==> src/rtl/xrc_pkg.sv <==
package xrc_pkg;

  // Element layout: [31:0] buffer pointer, [47:32] size, [63:48] control
  localparam int XRC_ELEM_W    = 64;
  localparam int XRC_CHAIN_BIT = 48;

  typedef enum logic [1:0] {
    SEL_BASE = 2'd0,
    SEL_LEN  = 2'd1,
    SEL_RP   = 2'd2,
    SEL_WP   = 2'd3
  } xrc_sel_e;

  typedef enum logic [1:0] {
    ST_IDLE,
    ST_REQ,
    ST_WAIT,
    ST_PUSH
  } xrc_state_e;

endpackage

==> src/rtl/xrc_ctx_regs.sv <==
module xrc_ctx_regs
  import xrc_pkg::*;
#(
  parameter int AW    = 32,
  parameter int IDX_W = 8
) (
  input  logic             clk,
  input  logic             rst_n,
  input  logic             chan_en,
  input  logic             cfg_we,
  input  logic [1:0]       cfg_sel,
  input  logic [AW-1:0]    cfg_wdata,
  input  logic             adv,
  output logic [AW-1:0]    base_q,
  output logic [IDX_W-1:0] len_q,
  output logic [IDX_W-1:0] rp_q,
  output logic [IDX_W-1:0] wp_q,
  output logic [IDX_W-1:0] rp_nxt
);

  localparam logic [IDX_W-1:0] IDX_ONE  = IDX_W'(1);
  localparam logic [IDX_W-1:0] IDX_ZERO = '0;

  // Index after idx on a ring of len elements; wraps to slot 0
  function automatic logic [IDX_W-1:0] ring_step(input logic [IDX_W-1:0] idx,
                                                 input logic [IDX_W-1:0] len);
    logic [IDX_W-1:0] inc;
    inc = idx + IDX_ONE;
    return (inc >= len) ? IDX_ZERO : inc;
  endfunction

  xrc_sel_e sel;
  logic     ctx_open;

  assign sel      = xrc_sel_e'(cfg_sel);
  assign ctx_open = cfg_we && !chan_en;
  assign rp_nxt   = ring_step(rp_q, len_q);

  always_ff @(posedge clk) begin
    if (!rst_n) begin
      base_q <= '0;
      len_q  <= '1;
      rp_q   <= '0;
      wp_q   <= '0;
    end else begin
      if (cfg_we && sel == SEL_WP)    wp_q   <= cfg_wdata[IDX_W-1:0];
      if (ctx_open && sel == SEL_BASE) base_q <= cfg_wdata;
      if (ctx_open && sel == SEL_LEN)  len_q  <= cfg_wdata[IDX_W-1:0];
      if (ctx_open && sel == SEL_RP)   rp_q   <= cfg_wdata[IDX_W-1:0];
      else if (adv)                    rp_q   <= rp_nxt;
    end
  end

endmodule

==> src/rtl/xrc_fetch_ctrl.sv <==
module xrc_fetch_ctrl
  import xrc_pkg::*;
#(
  parameter int AW         = 32,
  parameter int IDX_W      = 8,
  parameter int ELEM_BYTES = 16
) (
  input  logic                  clk,
  input  logic                  rst_n,
  input  logic                  chan_en,
  input  logic                  doorbell,
  input  logic [AW-1:0]         base_q,
  input  logic [IDX_W-1:0]      rp_q,
  input  logic [IDX_W-1:0]      wp_q,
  input  logic [IDX_W-1:0]      rp_nxt,
  output logic                  mrd_req_valid,
  input  logic                  mrd_req_ready,
  output logic [AW-1:0]         mrd_req_addr,
  input  logic                  mrd_rsp_valid,
  input  logic [XRC_ELEM_W-1:0] mrd_rsp_data,
  output logic                  elem_valid,
  input  logic                  elem_ready,
  output logic [XRC_ELEM_W-1:0] elem_data,
  output logic                  adv,
  output logic                  desc_done
);

  localparam int STRIDE_LG = $clog2(ELEM_BYTES);

  function automatic logic [AW-1:0] slot_addr(input logic [AW-1:0]    base,
                                               input logic [IDX_W-1:0] idx);
    return base + (AW'(idx) << STRIDE_LG);
  endfunction

  xrc_state_e              state_q;
  logic                    db_pend_q;
  logic [IDX_W-1:0]        snap_q;
  logic [XRC_ELEM_W-1:0]   elem_q;
  logic                    done_q;

  // Named internal events
  logic             start_go;
  logic             push_fire;
  logic             elem_last;
  logic             resample;
  logic             take_db;
  logic             keep_going;
  logic [IDX_W-1:0] snap_eff;

  assign start_go   = (state_q == ST_IDLE) && chan_en && db_pend_q;
  assign push_fire  = (state_q == ST_PUSH) && elem_ready;
  assign elem_last  = !elem_q[XRC_CHAIN_BIT];
  assign resample   = push_fire && elem_last && db_pend_q;
  assign take_db    = start_go || resample;
  assign snap_eff   = resample ? wp_q : snap_q;
  assign keep_going = chan_en && (rp_nxt != snap_eff);

  assign mrd_req_valid = (state_q == ST_REQ);
  assign mrd_req_addr  = slot_addr(base_q, rp_q);
  assign elem_valid    = (state_q == ST_PUSH);
  assign elem_data     = elem_q;
  assign adv           = push_fire;
  assign desc_done     = done_q;

  always_ff @(posedge clk) begin
    if (!rst_n) begin
      state_q   <= ST_IDLE;
      db_pend_q <= 1'b0;
      snap_q    <= '0;
      elem_q    <= '0;
      done_q    <= 1'b0;
    end else begin
      done_q    <= push_fire && elem_last;
      db_pend_q <= take_db ? doorbell : (db_pend_q | doorbell);
      if (take_db) snap_q <= wp_q;
      unique case (state_q)
        ST_IDLE: if (start_go && rp_q != wp_q) state_q <= ST_REQ;
        ST_REQ:  if (mrd_req_ready) state_q <= ST_WAIT;
        ST_WAIT: if (mrd_rsp_valid) begin
                   elem_q  <= mrd_rsp_data;
                   state_q <= ST_PUSH;
                 end
        ST_PUSH: if (elem_ready) state_q <= keep_going ? ST_REQ : ST_IDLE;
        default: state_q <= ST_IDLE;
      endcase
    end
  end

  AST_REQ_HOLD: assert property (@(posedge clk) disable iff (!rst_n)
    (mrd_req_valid && !mrd_req_ready) |=> (mrd_req_valid && $stable(mrd_req_addr)));

  AST_ELEM_HOLD: assert property (@(posedge clk) disable iff (!rst_n)
    (elem_valid && !elem_ready) |=> (elem_valid && $stable(elem_data)));

  AST_DONE_ON_LAST: assert property (@(posedge clk) disable iff (!rst_n)
    desc_done |-> $past(elem_valid && elem_ready && !elem_data[XRC_CHAIN_BIT]));

  AST_START_NEEDS_EN: assert property (@(posedge clk) disable iff (!rst_n)
    $rose(mrd_req_valid) |-> $past(chan_en));

endmodule

==> src/rtl/xrc_ring_consumer.sv <==
module xrc_ring_consumer
  import xrc_pkg::*;
#(
  parameter int AW         = 32,
  parameter int IDX_W      = 8,
  parameter int ELEM_BYTES = 16,
  parameter int ELEM_W     = XRC_ELEM_W
) (
  input  logic              clk,
  input  logic              rst_n,
  input  logic              chan_en,
  input  logic              cfg_we,
  input  logic [1:0]        cfg_sel,
  input  logic [AW-1:0]     cfg_wdata,
  input  logic              doorbell,
  output logic [IDX_W-1:0]  ring_rp,
  output logic              mrd_req_valid,
  input  logic              mrd_req_ready,
  output logic [AW-1:0]     mrd_req_addr,
  input  logic              mrd_rsp_valid,
  input  logic [ELEM_W-1:0] mrd_rsp_data,
  output logic              elem_valid,
  input  logic              elem_ready,
  output logic [ELEM_W-1:0] elem_data,
  output logic              desc_done
);

  logic [AW-1:0]    base_q;
  logic [IDX_W-1:0] len_q;
  logic [IDX_W-1:0] rp_q;
  logic [IDX_W-1:0] wp_q;
  logic [IDX_W-1:0] rp_nxt;
  logic             adv;

  xrc_ctx_regs #(.AW(AW), .IDX_W(IDX_W)) u_ctx (
    .clk       (clk),
    .rst_n     (rst_n),
    .chan_en   (chan_en),
    .cfg_we    (cfg_we),
    .cfg_sel   (cfg_sel),
    .cfg_wdata (cfg_wdata),
    .adv       (adv),
    .base_q    (base_q),
    .len_q     (len_q),
    .rp_q      (rp_q),
    .wp_q      (wp_q),
    .rp_nxt    (rp_nxt)
  );

  xrc_fetch_ctrl #(.AW(AW), .IDX_W(IDX_W), .ELEM_BYTES(ELEM_BYTES)) u_fetch (
    .clk           (clk),
    .rst_n         (rst_n),
    .chan_en       (chan_en),
    .doorbell      (doorbell),
    .base_q        (base_q),
    .rp_q          (rp_q),
    .wp_q          (wp_q),
    .rp_nxt        (rp_nxt),
    .mrd_req_valid (mrd_req_valid),
    .mrd_req_ready (mrd_req_ready),
    .mrd_req_addr  (mrd_req_addr),
    .mrd_rsp_valid (mrd_rsp_valid),
    .mrd_rsp_data  (mrd_rsp_data),
    .elem_valid    (elem_valid),
    .elem_ready    (elem_ready),
    .elem_data     (elem_data),
    .adv           (adv),
    .desc_done     (desc_done)
  );

  assign ring_rp = rp_q;

  AST_RP_ONLY_STEPS: assert property (@(posedge clk) disable iff (!rst_n)
    ($past(chan_en) && ring_rp != $past(ring_rp)) |-> $past(elem_valid && elem_ready));

endmodule

==> config.mk <==
export PLATFORM = sky130hd
export DESIGN_NAME = xrc_ring_consumer
export DESIGN_NICKNAME = d
export VERILOG_FILES = /design/src/rtl/xrc_pkg.sv /design/src/rtl/xrc_ctx_regs.sv /design/src/rtl/xrc_fetch_ctrl.sv /design/src/rtl/xrc_ring_consumer.sv
export SDC_FILE = /design/constraint.sdc
export NUM_CORES = 1
export LEC_CHECK = 0
export BUFFER_PORTS_ARGS = -buffer_cell sky130_fd_sc_hd__buf_4
export CORE_UTILIZATION = 37
export CTS_CLUSTER_SIZE = 20
export DETAILED_ROUTE_END_ITERATION = 7
export PLACE_DENSITY = 0.7
export SETUP_SLACK_MARGIN = 0.4
export SKIP_CTS_REPAIR_TIMING = 1
export SLEW_MARGIN = 10
export SYNTH_ARGS = -nofsm -noshare
export SYNTH_HDL_FRONTEND = slang
export SYNTH_HIERARCHICAL = 1
export SYNTH_SLANG_ARGS = --single-unit
==> constraint.sdc <==
create_clock -name clk -period 7.7 [get_ports clk]
set_input_delay 1.155 -clock clk [delete_from_list [all_inputs] [get_ports clk]]
set_output_delay 1.155 -clock clk [all_outputs]
set_load 0.1 [all_outputs]
==> out/summary.log <==
INFO  yosys          synth_enable_flop_cells=0
INFO  critical_path  path_max_fanout=9
INFO  yosys          yosys.area_share.adder=4.64%
INFO  critical_path  start_kind=flop
INFO  critical_path  ff2ff_path_depth=14
INFO  clocking       cts.sink_count=132
INFO  yosys          synthMuxAreaShare=1.57%
INFO  critical_path  critical_path.max_stage_delay=560ps
INFO  floorplan      rows=47
INFO  critical_path  arrival=3220ps
INFO  sta            final.setup.tns=0ps
INFO  placement      io_buffers=212
INFO  grt            first_pass_grt_wire_length=28400µm
INFO  clocking       tritoncts=built
INFO  floorplan      core-area=0.0167mm²
INFO  pwr            power_density=223mW/mm²
INFO  yosys          yosys.area_share.simple=23.0%
INFO  min_path       min_delay_worst_endpoint=u_ctx/base_q[25]
INFO  yosys          synth_xor_xnor_area_share=6.20%
INFO  critical_path  worst_flop_to_flop_path_endpoint=u_fetch/state_q[0]
INFO  critical_path  critical_path.top_delay_family=compound AO/OA/AOI/OAI gates
INFO  routing        detail_route.wirelength=17600µm
INFO  placement      detailedPlacementHpwl=12400µm
INFO  yosys          ys_warn_count=6
INFO  sta            finalCritPeriodShare=56.8%
INFO  yosys          synth_ff_type=dfxtp_1
INFO  grt            number_of_antenna_violations_at_the_first_check_in_global_routing=0
INFO  routing        drt_first_iter_violations=313
INFO  critical_path  worstSetupPathDepth=9
INFO  yosys          yosys.cell_types.count=53
INFO  min_path       hold_path_depth=2
INFO  grt            grt_util_all_layers=20.0%
INFO  sta            report.final.hold_viol_count=0
INFO  sta            period_minus_slack=4370ps
INFO  placement      placed_cell_count=1182
INFO  final_layout   diodes=0
INFO  pwr            power_leakage=3.77nW
INFO  critical_path  end_kind=primary output
INFO  run            drv.max_cap_violation_count=0
INFO  clocking       numCtsBuffers=17
INFO  sta            rsz_0062_raised_after_global_routing=false
INFO  yosys          postSynthRegisterBits=132
INFO  floorplan      floorplan.initialDensity=38.1%
INFO  yosys          synth_top_cell_by_area=dfxtp_1
INFO  sta            setup_viol_count_final=0
INFO  yosys          syn_area_per_cell=8.06µm²
INFO  status         status=finished clean
INFO  final_layout   layoutNonFillerInstCount=1213
INFO  yosys          synthCells=789
INFO  floorplan      die_width=133µm
INFO  critical_path  path_buf_inv=1
INFO  yosys          syn-cell-area=0.00636mm²
INFO  critical_path  worstPathRequired=6550ps
INFO  critical_path  timing.critical_path.cells=ha_1 -> fa_1 -> a21oi_1 -> o21ba_2 -> a31oi_1 -> nor2b_1 -> nand2_1 -> xnor2_1 -> buf_4
INFO  grt            grt_pass1_vias=5819
INFO  sta            maxClockFrequency=229MHz
INFO  critical_path  crit_type=reg -> out
INFO  grt            gr-total-overflow=0
INFO  grt            maximum_number_of_pins_on_one_net_before_global_route_repair=91
INFO  yosys          syn_nets=918
INFO  final_layout   count_of_nets_after_finishing=1110
INFO  floorplan      io_pins=213
INFO  pwr            worst_vdd_drop=0.162mV
INFO  min_path       hold_class=reg -> reg
INFO  final_layout   layout_cells_sized_above_1=26.7%
INFO  yosys          postSynth.asyncResetShare=0%
INFO  clocking       cts-htree-levels=4
INFO  critical_path  setup.reg_to_reg.worst_slack=3810ps
INFO  sta            max_slew.worst_pin.slew=1100ps
INFO  critical_path  critPathSlowestCell=dfxtp_1
INFO  yosys          synth_most_common_cell=nand2_1
INFO  yosys          synth_top_cell_area_share=41.5%
INFO  sta            clock-skew-final=7.87ps
INFO  routing        drc_violations_left=0
INFO  yosys          synth.top_cells.by_area=dfxtp_1, nand2_1, a21boi_0, ha_1, a21oi_1
INFO  yosys          synth-compound-area-share=18.3%
INFO  routing        ant_nets=0
INFO  routing        drt_first_pass_iters=5
INFO  routing        wire_per_inst=14.5µm
INFO  yosys          netlist_top_cells_count=nand2_1, dfxtp_1, a21boi_0, a21oi_1, clkbuf_1
INFO  routing        vias=6007
INFO  critical_path  worst_r2r_startpoint=u_ctx/rp_q[0]
INFO  floorplan      floorplan.die_area=0.0177mm²
INFO  clocking       cts.reportedPaths.clkPinSlew=60ps
INFO  clocking       clk_lat_worst_skew=420ps
INFO  final_layout   area_growth_syn_to_layout=36.3%
INFO  sta            timing.final.max_slew_violations=0
INFO  min_path       min-delay-start=u_ctx/base_q[25]
INFO  yosys          ys_seq_area_share=41.5%
INFO  sta            slew_headroom=26.5%
INFO  floorplan      die-height=133µm
INFO  clocking       root_buffer=clkbuf_16
INFO  placement      gpl.final_weighted_congestion=0.883
INFO  yosys          synth_top_family_by_area=simple AND/OR/NAND/NOR gates
INFO  routing        via_per_inst=4.95
INFO  clocking       clk_path_buf_depth=2
-- cells in the final DEF (no fill, tap or decap), types with 20 or more instances in the layout --
cell      count
buf_4       218
nand3_1      22
nor2_1       29
a21boi_0     72
xor2_1       25
dfxtp_1     132
xnor2_1      20
ha_1         22
a21oi_1      51
nand2_1     233
inv_1        28
-- state kept, by name, indices dropped and copies added (netlist names) --
register           flops
u_ctx/base_q          32
u_ctx/len_q            8
u_ctx/rp_q             8
u_ctx/wp_q             8
u_fetch/db_pend_q      1
u_fetch/desc_done      1
u_fetch/elem_data     64
u_fetch/snap_q         8
u_fetch/state_q        2
-- power breakdown --
part | total, mW | switching [mW] | internal (mW)
sequential | 0.734 | 0.0217 | 0.713
clock | 0.797 | 0.318 | 0.478
combinational | 0.406 | 0.292 | 0.114
-- stage by stage --
| step | area (µm²) | hold WS (ps) | power, mW | worst slack [ps] | utilization, % |
|---|---|---|---|---|---|
| finish | 8670 | 455 | 1.94 | 3330 | 51.9 |
| global route | 8670 | 477 | 2.02 | 3120 | 51.9 |
| CTS | 8670 | 457 | 1.96 | 3360 | 51.9 |
| detailed placement | 8090 | 448 | 1.16 | 3820 | 48.4 |
| global placement | 8090 | 443 | 1.15 | 3940 | 48.4 |
| floorplan | 6360 | 436 | 1.04 | 2410 | - |
-- routing by layer --
metal / vias up / share of wire, % / global-route usage, %
met3: 20 / 9.6 / 6.66
met1: 2753 / 44 / 25.1
met4: 0 / 1.7 / 7.32
li1: 3015 / - / -
met2: 219 / 45 / 32.0
met5: - / 0 / 0
-- cell type report --
class / instances / area (µm²)
clock buffers: 17 / 425
inverters: 28 / 105
multi-input cells: 584 / 3430
flip-flops and latches: 132 / 2640
repair buffers: 218 / 1640
well taps: 220 / 275
fillers: 1635 / 8030
clock inverters: 14 / 158
-- worst max path at each step --
stage / slack, ps / endpoint / from
6_report: 3330 / mrd_req_addr[26] / u_ctx/rp_q[0]
5_1_grt: 3120 / mrd_req_addr[30] / u_ctx/rp_q[0]
4_1_cts: 3360 / mrd_req_addr[22] / u_ctx/rp_q[0]
3_5_place_dp: 3820 / mrd_req_addr[22] / u_ctx/rp_q[0]
3_3_place_gp: 3940 / mrd_req_addr[26] / u_ctx/rp_q[0]
2_1_floorplan: 2410 / mrd_req_addr[22] / u_ctx/rp_q[0]
-- tightest hold or removal path: cells and delay by family (launching register included) --
| family | cells | cell delay [ps] |
|---|---|---|
| flip-flops | 1 | 310 |
| AND/OR/NAND/NOR | 1 | 50 |
| AO/OA/AOI/OAI | 1 | 50 |
-- kinds of logic after synthesis --
logic type      after synthesis
xor+xnor                     45
mux                          10
buf+inv                      73
flops                       132
compound gates              171
fa+ha+maj                    23
simple gates                335
(Power assumes the default switching activity.)
